===== src/rtl/gpio_pkg.sv =====
package gpio_pkg;
  localparam int WORD_W = 32;
  localparam int ADDR_W = 12;
  localparam int BANK_IDX_W = 4;
  localparam int NUM_KINDS = 12;

  typedef enum logic [3:0] {
    KIND_NONE,
    KIND_LEVEL,
    KIND_DIR,
    KIND_SET,
    KIND_CLR,
    KIND_RISE,
    KIND_FALL,
    KIND_BYPASS,
    KIND_MASK,
    KIND_STATUS,
    KIND_TYPE,
    KIND_POLARITY
  } regKind_e;

  typedef struct packed {
    logic rdStb;
    logic wrStb;
    regKind_e kind;
    logic [BANK_IDX_W-1:0] bank;
  } busStrobe_t;

  function automatic logic [ADDR_W-1:0] kindBase(regKind_e k);
    case (k)
      KIND_LEVEL:    return 12'h004;
      KIND_DIR:      return 12'h01C;
      KIND_SET:      return 12'h034;
      KIND_CLR:      return 12'h04C;
      KIND_RISE:     return 12'h064;
      KIND_FALL:     return 12'h07C;
      KIND_BYPASS:   return 12'h094;
      KIND_MASK:     return 12'h0AC;
      KIND_STATUS:   return 12'h0C4;
      KIND_TYPE:     return 12'h300;
      KIND_POLARITY: return 12'h318;
      default:       return 12'hFFF;
    endcase
  endfunction
endpackage


===== src/rtl/gpio_ctrl.sv =====
module gpio_ctrl
  import gpio_pkg::*;
#(
  parameter int NUM_BANKS = 2
) (
  input  logic              regEn,
  input  logic              regWrite,
  input  logic [ADDR_W-1:0] regAddr,
  output busStrobe_t        strobe
);
  localparam logic [ADDR_W-1:0] SPAN = ADDR_W'(NUM_BANKS * 4);

  logic [ADDR_W-1:0] base;
  logic [ADDR_W-1:0] off;
  regKind_e          kd;

  // Each kind owns NUM_BANKS consecutive words starting at its base.
  always_comb begin
    strobe      = '0;
    strobe.kind = KIND_NONE;
    base        = '0;
    off         = '0;
    kd          = KIND_NONE;
    for (int k = 1; k < NUM_KINDS; k++) begin
      kd   = regKind_e'(k);
      base = kindBase(kd);
      off  = regAddr - base;
      if (regEn && (regAddr >= base) && (off < SPAN) && (off[1:0] == 2'b00)) begin
        strobe.kind  = kd;
        strobe.bank  = BANK_IDX_W'(off[ADDR_W-1:2]);
        strobe.wrStb = regWrite;
        strobe.rdStb = !regWrite;
      end
    end
  end
endmodule


===== src/rtl/gpio_in_cond.sv =====
module gpio_in_cond #(
  parameter int WIDTH      = 32,
  parameter bit HAS_FILTER = 1'b1
) (
  input  logic             clk,
  input  logic             rstN,
  input  logic [WIDTH-1:0] rawIn,
  input  logic [WIDTH-1:0] bypass,
  output logic [WIDTH-1:0] syncLevel,
  output logic [WIDTH-1:0] detIn
);
  logic [WIDTH-1:0] metaQ, syncQ;

  always_ff @(posedge clk or negedge rstN) begin
    if (!rstN) begin
      metaQ <= '0;
      syncQ <= '0;
    end else begin
      metaQ <= rawIn;
      syncQ <= metaQ;
    end
  end

  assign syncLevel = syncQ;

  if (HAS_FILTER) begin : gFilter
    logic [WIDTH-1:0] sampQ, filtQ, agree;
    assign agree = ~(syncQ ^ sampQ);
    always_ff @(posedge clk or negedge rstN) begin
      if (!rstN) begin
        sampQ <= '0;
        filtQ <= '0;
      end else begin
        sampQ <= syncQ;
        filtQ <= (agree & syncQ) | (~agree & filtQ);
      end
    end
    assign detIn = (bypass & syncQ) | (~bypass & filtQ);
  end else begin : gNoFilter
    assign detIn = syncQ;
  end
endmodule


===== src/rtl/gpio_datapath.sv =====
module gpio_datapath
  import gpio_pkg::*;
#(
  parameter int NUM_BANKS  = 2,
  parameter int NUM_PINS   = 64,
  parameter bit HAS_FILTER = 1'b1
) (
  input  logic                        clk,
  input  logic                        rstN,
  input  busStrobe_t                  strobe,
  input  logic [WORD_W-1:0]           wdata,
  input  logic [NUM_BANKS*WORD_W-1:0] rawIn,
  output logic [WORD_W-1:0]           rdata,
  output logic [NUM_BANKS*WORD_W-1:0] outLatch,
  output logic [NUM_BANKS*WORD_W-1:0] dirOut,
  output logic                        irq
);
  localparam int PADW  = NUM_BANKS * WORD_W;
  localparam int SEL_W = (NUM_BANKS > 1) ? $clog2(NUM_BANKS) : 1;
  localparam logic [PADW-1:0] VALID = PADW'({NUM_PINS{1'b1}});

  typedef logic [NUM_BANKS-1:0][WORD_W-1:0] bankArr_t;

  bankArr_t outQ, dirQ, riseQ, fallQ, bypQ, maskQ, statQ, typeQ, polQ;
  bankArr_t syncLvl, detIn, prevDetQ, setEvt;
  logic [NUM_BANKS-1:0] wrSel;
  logic [SEL_W-1:0]     rdBank;
  logic [WORD_W-1:0]    readWord;

  for (genvar b = 0; b < NUM_BANKS; b++) begin : gBank
    gpio_in_cond #(
      .WIDTH(WORD_W),
      .HAS_FILTER(HAS_FILTER)
    ) uCond (
      .clk      (clk),
      .rstN     (rstN),
      .rawIn    (rawIn[b*WORD_W +: WORD_W]),
      .bypass   (bypQ[b]),
      .syncLevel(syncLvl[b]),
      .detIn    (detIn[b])
    );

    // Level mode: active level is detIn XOR polarity. Edge mode: enabled transitions.
    assign setEvt[b] = VALID[b*WORD_W +: WORD_W] &
                       ((typeQ[b] & (detIn[b] ^ polQ[b])) |
                        (~typeQ[b] & ((detIn[b] & ~prevDetQ[b] & riseQ[b]) |
                                      (~detIn[b] & prevDetQ[b] & fallQ[b]))));

    assign wrSel[b] = strobe.wrStb && (strobe.bank == BANK_IDX_W'(b));
  end

  always_ff @(posedge clk or negedge rstN) begin
    if (!rstN) begin
      outQ     <= '0;
      dirQ     <= '0;
      riseQ    <= '0;
      fallQ    <= '0;
      bypQ     <= '0;
      maskQ    <= '0;
      statQ    <= '0;
      typeQ    <= '0;
      polQ     <= '0;
      prevDetQ <= '0;
    end else begin
      prevDetQ <= detIn;
      for (int b = 0; b < NUM_BANKS; b++) begin
        if (wrSel[b]) begin
          case (strobe.kind)
            KIND_DIR:      dirQ[b]  <= wdata;
            KIND_SET:      outQ[b]  <= outQ[b] | wdata;
            KIND_CLR:      outQ[b]  <= outQ[b] & ~wdata;
            KIND_RISE:     riseQ[b] <= wdata;
            KIND_FALL:     fallQ[b] <= wdata;
            KIND_BYPASS:   bypQ[b]  <= wdata;
            KIND_MASK:     maskQ[b] <= wdata;
            KIND_TYPE:     typeQ[b] <= wdata;
            KIND_POLARITY: polQ[b]  <= wdata;
            default: ;
          endcase
        end
        // A new event wins over a clear in the same cycle.
        statQ[b] <= (statQ[b] & ~((wrSel[b] && strobe.kind == KIND_STATUS) ? wdata : '0))
                    | setEvt[b];
      end
    end
  end

  assign rdBank = SEL_W'(strobe.bank);

  always_comb begin
    case (strobe.kind)
      KIND_LEVEL:    readWord = syncLvl[rdBank];
      KIND_DIR:      readWord = dirQ[rdBank];
      KIND_RISE:     readWord = riseQ[rdBank];
      KIND_FALL:     readWord = fallQ[rdBank];
      KIND_BYPASS:   readWord = bypQ[rdBank];
      KIND_MASK:     readWord = maskQ[rdBank];
      KIND_STATUS:   readWord = statQ[rdBank];
      KIND_TYPE:     readWord = typeQ[rdBank];
      KIND_POLARITY: readWord = polQ[rdBank];
      default:       readWord = '0;
    endcase
  end

  always_ff @(posedge clk or negedge rstN) begin
    if (!rstN) rdata <= '0;
    else if (strobe.rdStb) rdata <= readWord;
  end

  assign outLatch = outQ;
  assign dirOut   = dirQ;
  assign irq      = |(statQ & maskQ);
endmodule


===== src/rtl/gpio_bank.sv =====
module gpio_bank
  import gpio_pkg::*;
#(
  parameter int NUM_PINS   = 64,
  parameter bit HAS_FILTER = 1'b1
) (
  input  logic                clk,
  input  logic                rstN,
  input  logic                regEn,
  input  logic                regWrite,
  input  logic [ADDR_W-1:0]   regAddr,
  input  logic [WORD_W-1:0]   regWdata,
  output logic [WORD_W-1:0]   regRdata,
  input  logic [NUM_PINS-1:0] padIn,
  output logic [NUM_PINS-1:0] padOut,
  output logic [NUM_PINS-1:0] padOe,
  output logic                irqOut
);
  localparam int NUM_BANKS = (NUM_PINS + WORD_W - 1) / WORD_W;
  localparam int PADW      = NUM_BANKS * WORD_W;

  busStrobe_t      strobe;
  logic [PADW-1:0] rawIn, outLatch, dirOut;

  assign rawIn = PADW'(padIn);

  gpio_ctrl #(.NUM_BANKS(NUM_BANKS)) uCtrl (
    .regEn   (regEn),
    .regWrite(regWrite),
    .regAddr (regAddr),
    .strobe  (strobe)
  );

  gpio_datapath #(
    .NUM_BANKS (NUM_BANKS),
    .NUM_PINS  (NUM_PINS),
    .HAS_FILTER(HAS_FILTER)
  ) uData (
    .clk     (clk),
    .rstN    (rstN),
    .strobe  (strobe),
    .wdata   (regWdata),
    .rawIn   (rawIn),
    .rdata   (regRdata),
    .outLatch(outLatch),
    .dirOut  (dirOut),
    .irq     (irqOut)
  );

  assign padOut = outLatch[NUM_PINS-1:0];
  assign padOe  = dirOut[NUM_PINS-1:0];
endmodule


===== config.mk =====
export PLATFORM = sky130hd
export DESIGN_NAME = gpio_bank
export DESIGN_NICKNAME = d
export VERILOG_FILES = /design/src/rtl/gpio_pkg.sv /design/src/rtl/gpio_ctrl.sv /design/src/rtl/gpio_in_cond.sv /design/src/rtl/gpio_datapath.sv /design/src/rtl/gpio_bank.sv
export SDC_FILE = /design/constraint.sdc
export NUM_CORES = 1
export LEC_CHECK = 0
export BUFFER_PORTS_ARGS = -buffer_cell sky130_fd_sc_hd__buf_2
export CAP_MARGIN = 20
export CELL_PAD_IN_SITES_DETAIL_PLACEMENT = 1
export CELL_PAD_IN_SITES_GLOBAL_PLACEMENT = 1
export CORE_ASPECT_RATIO = 0.6
export CORE_UTILIZATION = 30
export CTS_BUF_LIST = sky130_fd_sc_hd__clkbuf_16
export DETAILED_ROUTE_END_ITERATION = 10
export PLACE_DENSITY = 0.57
export SKIP_CTS_REPAIR_TIMING = 1
export SYNTH_ARGS = -nofsm -noshare
export SYNTH_HDL_FRONTEND = slang
export SYNTH_SLANG_ARGS = --single-unit

===== constraint.sdc =====
create_clock -name clk -period 2.5 [get_ports clk]
set_input_delay 0.25 -clock clk [delete_from_list [all_inputs] [get_ports clk]]
set_output_delay 0.25 -clock clk [all_outputs]
set_load 0.02 [all_outputs]

Word-level counts from Yosys, hierarchy flattened --
Cells that the tools add are included. Widths: inputs -> output; s select.
Cells by class: reduce and logical (&&, ||, !) cells 68, div/mod/pow operators 0, eq/ne operators 12, $add $sub $neg 11, mux-type cells 34, $lt $le $gt $ge 23, bitwise logic cells 56, shift-type cells 0, multipliers 0
Operators with widths (number):
- $and 32x32->32 | 24
- $mux 32 | 20
- $not 32->32 | 15
- $or 32x32->32 | 12
- $pmux 32 s9 | 1
- $lt 12x4->1 const B | 11
- $pmux 32 s2 | 2
- $xor 32x32->32 | 4
- $mux 10 | 11
- $and 64x64->64 | 1
- $reduce_or 64->1 | 1
- $logic_and 1x1->1 | 37
- $ge 12x7->1 const B | 3
- $ge 12x8->1 const B | 3
- $sub 12x7->12 const B | 3
- $sub 12x8->12 const B | 3
- $reduce_and 2->1 | 16
- $ge 12x10->1 const B | 2
- $sub 12x10->12 const B | 2
- $logic_not 2->1 | 11
- $eq 4x3->1 const B | 4
- $eq 4x4->1 const B | 4
- $ge 12x3->1 const B | 1
- $ge 12x5->1 const B | 1
- 10 further kinds | 12
Word-level totals: bits in registers 928, bits in latches 0, memories kept 0, bits in read-only memories 0, RAM bits 0

Longest topological paths before layout --
Gate-level depths: netlist of the first run.
depth in word-level cells 22, depth in mapped cells 20, mapped depth without buffers 12

Hierarchy --
A second synthesis of the first run with hierarchy kept.
Unflattened totals: cell total of the unflattened synthesis 3058, area total of the unflattened synthesis 41319.6 um^2
Modules (own cells, without submodules):
- gpio_datapath | seq. area each 16816.1 um^2, instances 1, area each 32069.5 um^2, cells each 2513
- gpio_in_cond | seq. area each 3203.1 um^2, instances 2, area each 4043.9 um^2, cells each 192
- gpio_ctrl | seq. area each 0.0 um^2, instances 1, area each 1162.4 um^2, cells each 161

Worst setup path before layout of the first run --
No wires, ideal clock.
path kind input -> register, from in regAddr[2], to reg uData.rdata[6], setup time 137 ps, data arrival time 4550 ps, setup slack -2187 ps, stages on the path 20, required time 2363 ps, buffers on the path 8, cells stage by stage buf_2 buf_2 inv_1 clkbuf_1 clkbuf_1 clkbuf_1 ha_1 or3b_2 mux2i_1 or4_1 o31ai_1 or4_1 buf_4 o21ai_2 buf_6 buf_4 mux2i_1 o22ai_1 nor4_1 a21oi_1
Between the ends: cells in the longest elaborated chain, start to end 18, elaborated cells between the ends (all ways) 105
RTL lines:
- from (decl) | line gpio_bank.sv:11 | input logic [ADDR_W-1:0] regAddr,
- $sub 12x3->12 or $ge 12x3->1 (tied branches) | line gpio_ctrl.sv:27, gpio_ctrl.sv:28
- $lt 12x4->1 or $logic_and 1x1->1 (tied branches) | line gpio_ctrl.sv:28 | if (regEn && (regAddr >= base) && (off < SPAN) && (off[1:0] == 2'b00)) begin
- $logic_and 1x1->1 (2 in series) | line gpio_ctrl.sv:28
- $mux 10 (10 in series) | line gpio_ctrl.sv:28
- $mux 10 * | line gpio_ctrl.sv:28
- $mux 32 (implied by the code), or another cell as far along (2 in series) | line gpio_datapath.sv:100 | KIND_POLARITY: readWord = polQ[rdBank];
- $pmux 32 s9 | line gpio_datapath.sv:91 | case (strobe.kind)
- to (signal assigned) | line gpio_datapath.sv:107 | else if (strobe.rdStb) rdata <= readWord;
- to (decl) | line gpio_datapath.sv:13 | output logic [WORD_W-1:0] rdata,
Mark *: on every way between the ends. The rest lies on a longest branch, timed or not. The select of a mux whose other input is x is not followed. A chain may end at the register's enable or synchronous reset.

Worst setup path in the final report of the first run --
from in regAddr[2], to reg uData.statQ[54] in the netlist's numbering
Between the ends: cells in the longest elaborated chain, start to end 22, elaborated cells between the ends (all ways) 85
RTL lines:
- $sub 12x3->12 or $ge 12x3->1 (tied branches) | line gpio_ctrl.sv:27, gpio_ctrl.sv:28
- $lt 12x4->1 or $logic_and 1x1->1 (tied branches) | line gpio_ctrl.sv:28
- $logic_and 1x1->1 (2 in series) | line gpio_ctrl.sv:28
- $mux 10 (10 in series) | line gpio_ctrl.sv:28
- $mux 10 * | line gpio_ctrl.sv:28
- $eq 4x1->1 | line gpio_datapath.sv:49 | assign wrSel[b] = strobe.wrStb && (strobe.bank == BANK_IDX_W'(b));
- $logic_and 1x1->1 | line gpio_datapath.sv:49
- $logic_and 1x1->1 * | line gpio_datapath.sv:82 | statQ[b] <= (statQ[b] & ~((wrSel[b] && strobe.kind == KIND_STATUS) ? wdata : '0))
- $mux 32 * | line gpio_datapath.sv:82
- $not 32->32 * | line gpio_datapath.sv:82
- $and 32x32->32 * | line gpio_datapath.sv:82
- $or 32x32->32 * | line gpio_datapath.sv:83 | | setEvt[b];
- to (signal, indexed assignment) | line gpio_datapath.sv:82
- to (decl) | line gpio_datapath.sv:24 | bankArr_t outQ, dirQ, riseQ, fallQ, bypQ, maskQ, statQ, typeQ, polQ;
Mark *: on every way between the ends. The rest lies on a longest branch, timed or not.

==> results of run 1 <==
==> worst reg2reg max path, delay by kind of cell, from the launching register on <==
kind | cells | cell delay (ps)
AO/OA/AOI/OAI | 2 | 200
buffers and inverters | 1 | 150
flip-flops | 1 | 380
multiplexers | 1 | 120
AND/OR/NAND/NOR | 3 | 1070
==> through the flow <==
| stage | TNS [ps] | util, % | power (uW) | setup WS (ps) |
|---|---|---|---|---|
| floorplan | -452010 | - | 16890 | -1181 |
| global placement | -687230 | 35.13 | 18120 | -1518 |
| detailed placement | -717660 | 35.13 | 18160 | -1599 |
| CTS | -267920 | 37.31 | 32380 | -836.7 |
| global route | -164350 | 40.25 | 33530 | -553.9 |
| finish | -149680 | 40.25 | 32410 | -544.0 |
==> metal layers <==
metal | vias up | global-route usage [%] | share of wire (%)
li1 | 13810 | - | -
met1 | 17490 | 37.11 | 49
met2 | 1219 | 33.62 | 41
met3 | 238 | 4.451 | 7.6
met4 | 2 | 4.325 | 2.1
met5 | - | 0 | 0.0046
==> power by group <==
group / total, uW / internal [uW] / switching (uW)
registers: 15900 / 15500 / 406
logic: 2350 / 913 / 1440
clock network: 14200 / 7740 / 6450
total: 32400 / 24100 / 8290
==> path summary, 6_finish.rpt <==
kind | start | end
setup reg to reg | uData.maskQ[7]$_DFFE_PN0P_ | uData.rdata[7]$_DFFE_PN0P_
max in group asynchronous | rstN | uData.gBank[0].uCond.metaQ[18]$_DFF_PN0_
hold / removal | rstN | uData.riseQ[18]$_DFFE_PN0P_
setup / recovery | regAddr[2] | uData.statQ[54]$_DFF_PN0_
hold reg to reg | uData.gBank[1].uCond.metaQ[6]$_DFF_PN0_ | uData.gBank[1].uCond.syncLevel[6]$_DFF_PN0_
min in group clk | regWdata[0] | flip-flop
==> logic make-up after synthesis <==
group           after synthesis
flops                       928
fa+ha+maj                    71
mux                         632
simple gates                866
xor+xnor                     77
compound gates              534
buf+inv                     331
==> Yosys cell counts (16+ instances only) <==
library cell / count / share of area [%]
a21oi_1: 49 / 0.60
a221o_1: 71 / 1.7
a221oi_1: 31 / 0.66
a22o_1: 16 / 0.34
a31oi_1: 115 / 1.7
and3_1: 37 / 0.56
buf_2: 73 / 0.89
buf_4: 27 / 0.49
clkbuf_1: 128 / 1.2
dfrtp_1: 928 / 56
inv_1: 82 / 0.75
maj3_1: 64 / 1.6
mux2_2: 457 / 13
mux2i_1: 175 / 4.3
nand2_1: 317 / 2.9
nand3_1: 206 / 2.5
nand4_1: 41 / 0.62
nor2_1: 99 / 0.90
nor3b_1: 65 / 1.2
nor4_1: 17 / 0.26
o21ai_0: 91 / 1.1
o22ai_1: 44 / 0.67
xnor2_1: 73 / 1.6
==> area by class of cell <==
class | instances | area share [%]
Tap cell | 1802 | 4.147
Clock inverter | 73 | 1.176
Multi-Input combinational cell | 2180 | 33.56
Clock buffer | 92 | 4.235
Antenna cell | 1 | 0.004603
Timing Repair Buffer | 799 | 13.54
Inverter | 82 | 0.6076
Sequential cell | 928 | 42.73
==> metrics.csv, run 1 <==
stage,metric,value,unit
synthesis,number of enable flip-flop cells after synthesis,0,
cts,TritonCTS Buffers,90,
timing,Min Hold Slack,14.88,ps
final_layout,highest-count cells in the layout ignoring fill and taps,"dfrtp_1 (924), buf_4 (305), nand2_1 (281)",
worst_setup_path,Worst EP required,3070,ps
placed_design,Placed Cells,5624,
drt,ANT nets after route,0,
worst_setup_path,CP peak stage delay,540,ps
synthesis,Synth Instances,3439,
synthesis,Syn Nets,3558,
floorplan,Core Area,135100,sq um
worst_setup_path,Reg2Reg Depth,7,
timing,setup ws final,-544.0,ps
synthesis,post-synthesis mux area share,16.78,%
worst_setup_path,CP arrival,3620,ps
placed_design,number of buffers added on ports,272,
power,LEAKAGE,0.02567,uW
final_layout,fin area,54360,sq um
grt,GRT overflow,0,
timing,"Hold Violations, Final",0,
cts,Worst-path clk slew,70,ps
final_layout,Fillers,14310,
drt,final WL,174700,microns
cts,root buf cell,clkbuf_16,
synthesis,Cell variety after synth,84,
timing,max_slew headroom,40.61,%
floorplan,IO Pins,273,
cts,CTS tree,built,
cts,clk sink count,928,
grt,largest net degree at the start of global routing,99,
final_layout,register area,23230,sq um
timing,min cycle time layout,3044,ps
worst_setup_path,Setup crit end kind,flip-flop,
placed_design,DP Area,47450,sq um
grt,initial antenna violation count,7,
synthesis,Compound-Gate Fraction of Synth Area,9.226,%
worst_setup_path,worst-path maximum fanout,7,
timing,Setup Skew,36.71,ps
synthesis,largest family of logic cells by synthesized area,multiplexers,
run_status,failing checks,setup timing,
synthesis,post-synthesis cell area,41120,sq um
floorplan,Die H,288.8,microns
drt,average wire per standard cell,29.32,microns
drt,DRC violations left,0,
synthesis,Post-Synth Simple-Gate Area,10.40,%
placed_design,DP HPWL,117400,microns
grt,first-pass GRT wire length,239200,microns
synthesis,XOR/XNOR share of the synthesized area,1.677,%
synthesis,Adder-Cell Fraction of Synth Area,1.771,%
final_layout,layout cell share with drive strength beyond 1,36.30,%
worst_setup_path,R2R Setup Slk,450,ps
power,worst-case vdd ir drop,0.0005398,V
floorplan,DIE AREA,138600,sq um
synthesis,ys async rst share,100.0,%
final_layout,area delta synth->final,32.21,%
run_status,outcome,"complete, but fails checks",
grt,via count of the first global-routing pass,32090,
synthesis,"FF+latch count, synth",928,
synthesis,Syn. warnings,0,
worst_setup_path,critical path startpoint category,input pin,
synthesis,register area share after synthesis,56.48,%
placed_design,gpl congestion,0.9111,
drt,DRT iter0 DRCs,3426,
cts,# H-tree levels,3,
drt,vias per cell,5.500,
final_layout,nets,4200,
grt,Global Route Usage Sum,23.70,%
synthesis,Synth Area per Inst,11.96,sq um
cts,Worst-Skew Late Latency,730,ps
run,max-cap viol count,0,
floorplan,DIE WIDTH,480.0,microns
worst_setup_path,CP Class,input pin to flip-flop,
timing,maximum operating frequency,328.5,MHz
floorplan,Site Rows,104,
final_layout,most frequent standard cell in the layout excluding fill and tap cells,dfrtp_1,
floorplan,Initial Util,30.44,%
worst_setup_path,"Largest delay share family, worst path",simple AND/OR/NAND/NOR gates,
worst_setup_path,CP max stage cell,or4_4,
drt,DR pass1 iterations,7,
min_path,Hold Crit Class,input pin to async pin,
drt,vias after detailed routing,32770,
worst_setup_path,CP Depth,18,
timing,final worst path period share,121.8,%
synthesis,"Primary FF master, synth",dfrtp_1,
timing,Worst Tran Pin Value,890.9,ps
timing,Final setup viols,556,
final_layout,Non-Filler Instances,5957,
worst_setup_path,Worst Path Buf+Inv,8,
timing,Final Max Slew Viols,0,
cts,clock buffer depth,3,
timing,RSZ-0062 raised after global routing,yes,
final_layout,Multi-input gate area,18250,sq um
power,PwrDens,596.2,nW/um^2
worst_setup_path,worst path cell trace,buf_8 > buf_12 > clkinv_8 > ha_4 > or3b_4 > mux2i_2 > or4_4 > o31ai_4 > or4_4 > o21ai_4 > buf_6 > clkbuf_16 > buf_8 > nor3_4 > buf_6 > buf_12 > nand2_2 > a221o_1,
Note: power is estimated with default switching activity, not from simulation.
==> run 2, diff against run 1 <==
--- a/config.mk
+++ b/config.mk
@@ -10,11 +10,13 @@
 export CELL_PAD_IN_SITES_DETAIL_PLACEMENT = 1
 export CELL_PAD_IN_SITES_GLOBAL_PLACEMENT = 1
 export CORE_ASPECT_RATIO = 0.6
+export CORE_MARGIN = 1.5
 export CORE_UTILIZATION = 30
 export CTS_BUF_LIST = sky130_fd_sc_hd__clkbuf_16
 export DETAILED_ROUTE_END_ITERATION = 10
-export PLACE_DENSITY = 0.57
+export PLACE_DENSITY = 0.56
 export SKIP_CTS_REPAIR_TIMING = 1
 export SYNTH_ARGS = -nofsm -noshare
 export SYNTH_HDL_FRONTEND = slang
+export SYNTH_HIERARCHICAL = 1
 export SYNTH_SLANG_ARGS = --single-unit
==> constraint.sdc (replaced) <==
create_clock -name clk -period 3.35 [get_ports clk]
set_input_delay 0.335 -clock clk [delete_from_list [all_inputs] [get_ports clk]]
set_output_delay 0.335 -clock clk [all_outputs]
set_load 0.02 [all_outputs]
==> run 2 against run 1 <==
- the run still ends with setup timing left
- setup slack improved by 300 ps
- critical path depth fell by 2
- area after synthesis rose by 0.49%
- die area rose by 1.0%
- wire length fell by 10%
- cell count fell by 5.8%
- total power fell by 25%
==> metrics.csv, run 2 <==
stage,metric,value,unit
worst_setup_path,Reg2Reg Depth,5,
drt,average wire per standard cell,27.89,microns
floorplan,Die H,290.5,microns
timing,Worst Tran Pin Value,789.8,ps
worst_setup_path,CP arrival,4170,ps
timing,Setup Skew,38.08,ps
final_layout,fin area,55210,sq um
synthesis,Synth Instances,3058,
timing,min cycle time layout,3589,ps
timing,setup ws final,-239.2,ps
drt,vias after detailed routing,29390,
worst_setup_path,critical path startpoint category,input pin,
cts,Worst-path clk slew,70,ps
min_path,hold path cells,2,
grt,initial antenna violation count,7,
worst_setup_path,Worst R2R End,uData/rdata[28]$_DFFE_PN0P_,
timing,Final Max Slew Viols,0,
floorplan,Initial Util,30.24,%
cts,root buf cell,clkbuf_16,
drt,met2 routed WL,64960,microns
drt,DRC violations left,0,
floorplan,Core Area,136600,sq um
final_layout,area delta synth->final,33.63,%
drt,M1 WL,79070,microns
synthesis,largest area contributor in the netlist,dfrtp_1,
worst_setup_path,worst r2r src,uData/gBank[1].uCond/syncLevel[28]$_DFF_PN0_,
grt,largest net degree at the start of global routing,85,
cts,clk sink count,928,
drt,final WL,156500,microns
worst_setup_path,worst-path maximum fanout,6,
synthesis,most frequent cell after synthesis,dfrtp_1,
floorplan,DIE AREA,140000,sq um
timing,max_slew headroom,47.35,%
power,worst-case vdd ir drop,0.0003602,V
cts,clock buffer depth,3,
synthesis,"FF+latch count, synth",928,
synthesis,post-synth top area share,56.20,%
timing,Min Hold Slack,59.22,ps
drt,DRT iter0 DRCs,2082,
run_status,outcome,"complete, but fails checks",
synthesis,"Primary FF master, synth",dfrtp_1,
synthesis,register area share after synthesis,56.20,%
power,LEAKAGE,0.02470,uW
synthesis,most common library cells after synthesis,"dfrtp_1 (928), mux2_2 (358), mux2i_1 (290), a21oi_1 (148), o22ai_1 (128)",
worst_setup_path,CP Class,input pin to flip-flop,
synthesis,Syn. warnings,6,
grt,GRT overflow,0,
drt,ANT nets after route,0,
grt,Global Route Usage Sum,20.03,%
floorplan,Site Rows,105,
cts,Worst-Skew Late Latency,730,ps
grt,first-pass GRT wire length,208700,microns
worst_setup_path,crit path from,regAddr[3],
worst_setup_path,CP endpoint,uData/typeQ[29]$_DFFE_PN0P_,
min_path,Hold Crit Start,regWdata[18],
worst_setup_path,R2R Setup Slk,1750,ps
drt,met3 WL post-DR,9030,microns
placed_design,DP Area,47120,sq um
run,max-cap viol count,0,
synthesis,Synth Area per Inst,13.51,sq um
grt,via count of the first global-routing pass,29480,
placed_design,number of buffers added on ports,272,
final_layout,nets,3824,
placed_design,DP HPWL,97670,microns
synthesis,post-synthesis cell area,41320,sq um
cts,# H-tree levels,3,
power,PwrDens,439.8,nW/um^2
cts,TritonCTS Buffers,97,
run_status,failing checks,setup timing,
worst_setup_path,Worst EP required,3940,ps
synthesis,Cell variety after synth,84,
synthesis,ys async rst share,100.0,%
worst_setup_path,Setup crit end kind,flip-flop,
floorplan,IO Pins,273,
final_layout,most frequent standard cell in the layout excluding fill and tap cells,dfrtp_1,
timing,RSZ-0062 raised after global routing,yes,
min_path,Hold Crit Class,input pin to flip-flop,
timing,Final setup viols,552,
drt,DR pass1 iterations,5,
timing,maximum operating frequency,278.6,MHz
final_layout,highest-count cells in the layout ignoring fill and taps,"dfrtp_1 (928), mux2_4 (301), buf_2 (269)",
timing,"Hold Violations, Final",0,
synthesis,synth top area cells,"dfrtp_1 (56%), mux2_2 (9.8%), mux2i_1 (7.0%)",
cts,CTS tree,built,
placed_design,gpl congestion,0.8170,
final_layout,layout cell share with drive strength beyond 1,42.74,%
timing,final worst path period share,107.1,%
drt,vias per cell,5.237,
floorplan,DIE WIDTH,482.1,microns
synthesis,number of enable flip-flop cells after synthesis,0,
drt,uppermost layer routed,met5,
## run 2: through the flow
step / utilization [%] / setup TNS, ps / instances / worst slack (ps) / power (uW)
floorplan: - / -313600 / 3060 / -642.1 / 12330
global placement: 34.49 / -617060 / 5211 / -1166 / 12990
detailed placement: 34.49 / -640800 / 5211 / -1221 / 13020
finish: 40.41 / -65590 / 5612 / -239.2 / 24280
global route: 40.41 / -89770 / 5611 / -276.3 / 25160
CTS: 36.90 / -167100 / 5393 / -438.0 / 24480
## run 2: worst max-delay path, cell delays in order
cell      delay (ps)
buf_8            100
inv_4             50
ha_4             200
or2_4            230
or4_4            480
or3b_4           440
o32ai_4          320
nor2_2            80
a21boi_2         120
or4b_4           520
or2b_4           310
buf_12           170
nor2_8           160
buf_12           160
buf_12           150
mux2_4           310
## run 2: layer usage
metal	vias to the layer above	global-route usage [%]
li1	12640	-
met2	738	28.03
met4	2	4.116
met3	186	4.211
met5	-	0
met1	15830	31.29
## run 2: final cells by class
type | count | area [sq um]
Tap cell | 1819 | 2276
Multi-Input combinational cell | 1885 | 18490
Antenna cell | 5 | 12.51
Timing Repair Buffer | 779 | 7863
Clock inverter | 84 | 838.3
Fill cell | 14020 | 81420
Inverter | 14 | 57.56
Sequential cell | 928 | 23220
Clock buffer | 98 | 2452
## run 2: logic make-up after synthesis
kind of cell / Yosys count / share of synthesized area [%]
buffers and inverters: 248 / 3.319
multiplexers: 804 / 22.16
adder cells (fa/ha/maj): 71 / 1.956
AND/OR/NAND/NOR: 401 / 6.099
flip-flops: 928 / 56.20
XOR/XNOR: 65 / 1.378
other: 1 / 0.009076
AO/OA/AOI/OAI: 540 / 8.878
## run 2: how the worst min path moves through the flow
stage,to,slack [ps]
after detailed placement,uData/gBank[1].uCond/syncLevel[19]$_DFF_PN0_,340
after CTS,uData/maskQ[43]$_DFFE_PN0P_,-410
final,flip-flop,60
after global placement,uData/gBank[1].uCond/syncLevel[9]$_DFF_PN0_,330
after floorplan,async pin,40
after global routing,flip-flop,40
## run 2: power breakdown
group          total, uW  internal (uW)  leakage (uW)  switching (uW)
Combinational       1240            510        0.0109             732
Sequential         11700          11500        0.0122             176
Clock              11400           6380       0.00162            5010
Total              24300          18400        0.0247            5920
==> run 3, diff against run 2 <==
--- a/config.mk
+++ b/config.mk
@@ -13,7 +13,9 @@
 export CORE_MARGIN = 1.5
 export CORE_UTILIZATION = 30
 export CTS_BUF_LIST = sky130_fd_sc_hd__clkbuf_16
+export CTS_CLUSTER_DIAMETER = 120
 export DETAILED_ROUTE_END_ITERATION = 10
+export HOLD_SLACK_MARGIN = 0.15
 export PLACE_DENSITY = 0.56
 export SKIP_CTS_REPAIR_TIMING = 1
 export SYNTH_ARGS = -nofsm -noshare
==> run 3 against run 2 <==
- the run still ends with setup timing left
- sequential share of layout area fell by 0.20 points
- combinational power barely moved
- utilization rose by 0.19 points
- maximum frequency barely moved
- clock skew rose by 0.59 ps
- non-clock buffer count rose by 26
- critical path depth did not move
- critical path type unchanged
==> metrics.csv, run 3 (same netlist as run 2, synthesis figures left out) <==
stage,metric,value,unit
timing,Final setup viols,547,
worst_setup_path,worst-path maximum fanout,6,
grt,via count of the first global-routing pass,29480,
final_layout,layout cell share with drive strength beyond 1,42.45,%
cts,Worst-Skew Late Latency,740,ps
grt,initial antenna violation count,6,
cts,CTS tree,built,
power,PwrDens,438.3,nW/um^2
timing,Setup Skew,38.67,ps
cts,clk sink count,928,
drt,M1 WL,78610,microns
drt,DRC violations left,0,
timing,Worst Tran Pin Value,787.7,ps
timing,max_slew headroom,47.49,%
worst_setup_path,"Largest delay share family, worst path",simple AND/OR/NAND/NOR gates,
timing,maximum operating frequency,278.8,MHz
min_path,Hold Crit Class,input pin to flip-flop,
drt,vias after detailed routing,29630,
cts,TritonCTS Buffers,97,
run_status,failing checks,setup timing,
timing,Final Max Slew Viols,0,
drt,uppermost layer routed,met5,
final_layout,highest-count cells in the layout ignoring fill and taps,"dfrtp_1 (928), mux2_4 (301), buf_2 (269)",
grt,GRT overflow,0,
floorplan,Core Area,136600,sq um
timing,Min Hold Slack,176.5,ps
final_layout,area delta synth->final,34.26,%
placed_design,gpl congestion,0.8170,
floorplan,DIE WIDTH,482.1,microns
grt,Global Route Usage Sum,20.03,%
final_layout,nets,3850,
timing,setup ws final,-236.4,ps
worst_setup_path,worst path cell trace,buf_8 > inv_4 > ha_4 > or2_4 > or4_4 > or3b_4 > o32ai_4 > nor2_2 > a21boi_2 > or4b_4 > or2b_4 > buf_12 > nor2_8 > buf_12 > buf_12 > mux2_4,
floorplan,Initial Util,30.24,%
drt,average wire per standard cell,27.81,microns
timing,min cycle time layout,3586,ps
floorplan,IO Pins,273,
run_status,outcome,"complete, but fails checks",
worst_setup_path,CP arrival,4170,ps
drt,met3 WL post-DR,9452,microns
drt,met2 routed WL,65420,microns
power,Total Power,24310,uW
power,LEAKAGE,0.02481,uW
floorplan,DIE AREA,140000,sq um
worst_setup_path,critical path startpoint category,input pin,
worst_setup_path,CP max stage cell,or4b_4,
cts,root buf cell,clkbuf_16,
placed_design,Placed Cells,5211,
worst_setup_path,Worst Path Buf+Inv,5,
grt,largest net degree at the start of global routing,85,
drt,DR pass1 iterations,5,
cts,clock buffer depth,3,
run,max-cap viol count,0,
floorplan,Site Rows,105,
floorplan,Die H,290.5,microns
worst_setup_path,Setup crit end kind,flip-flop,
final_layout,Non-Filler Instances,5638,
worst_setup_path,Crit path top cell by count,buf_12,
cts,# H-tree levels,3,
worst_setup_path,CP peak stage delay,510,ps
drt,DRT iter0 DRCs,2073,
grt,first-pass GRT wire length,208700,microns
drt,vias per cell,5.255,
timing,"Hold Violations, Final",0,
worst_setup_path,CP Class,input pin to flip-flop,
placed_design,number of buffers added on ports,272,
timing,final worst path period share,107.1,%
timing,RSZ-0062 raised after global routing,yes,
timing,setup tns final,-63990,ps
cts,Worst-path clk slew,60,ps
power,worst-case vdd ir drop,0.0003603,V
final_layout,most frequent standard cell in the layout excluding fill and tap cells,dfrtp_1,
drt,final WL,156800,microns
drt,ANT nets after route,0,
worst_setup_path,Worst EP required,3940,ps
placed_design,DP HPWL,97670,microns
## run 3: changes by cell type in the layout (fill, tap and decap cells not counted)
cell,before,now
dlygate4sd3_1,65,91
## run 3: cell type report
| type | instances | area [sq um] |
|---|---|---|
| clock inverters | 84 | 838.3 |
| flip-flops and latches | 928 | 23220 |
| well taps | 1819 | 2276 |
| diodes | 5 | 12.51 |
| repair buffers | 805 | 8123 |
| fillers | 14010 | 81160 |
| clock buffers | 98 | 2452 |
| multi-input cells | 1885 | 18490 |
| inverters | 14 | 57.56 |
## run 3: stage by stage
stage / utilization [%] / setup slack, ps / area (sq um)
CTS: 36.90 / -438.0 / 50410
detailed placement: 34.49 / -1221 / 47120
global route: 40.60 / -276.3 / 55470
floorplan: - / -642.1 / 41630
global placement: 34.49 / -1166 / 47120
finish: 40.60 / -236.4 / 55470
## run 3: worst paths after layout
path / cells after the start / slack (ps) / start / to
max: 16 / -240 / regAddr[3] / uData/typeQ[29]$_DFFE_PN0P_
min: 2 / 180 / regWdata[12] / flip-flop
max reg2reg: 5 / 1770 / uData/gBank[1].uCond/syncLevel[28]$_DFF_PN0_ / uData/rdata[28]$_DFFE_PN0P_
min reg2reg: 0 / 320 / uData/gBank[0].uCond/metaQ[23]$_DFF_PN0_ / uData/gBank[0].uCond/syncLevel[23]$_DFF_PN0_
max in group asynchronous: 4 / 2130 / rstN / async pin
min in group asynchronous: 2 / 210 / rstN / uData/maskQ[43]$_DFFE_PN0P_
## run 3: layer usage
| layer | up-vias | GRT usage, % |
|---|---|---|
| met5 | - | 0 |
| met4 | 2 | 4.116 |
| met3 | 188 | 4.211 |
| met2 | 753 | 28.03 |
| met1 | 15980 | 31.29 |
| li1 | 12710 | - |
## run 3: worst register-to-register path: stages, from the launching register on
cell and delay, ps:
dfrtp_1 430, mux2i_1 200, o22ai_1 270, o31ai_1 310
buf_4 200, nand3_2 60
## run 3: where the power goes
part / switching (uW) / internal, uW / leakage [uW]
Clock: 5010 / 6380 / 0.00162
Sequential: 175 / 11500 / 0.0122
Combinational: 737 / 530 / 0.0110
Total: 5930 / 18400 / 0.0248
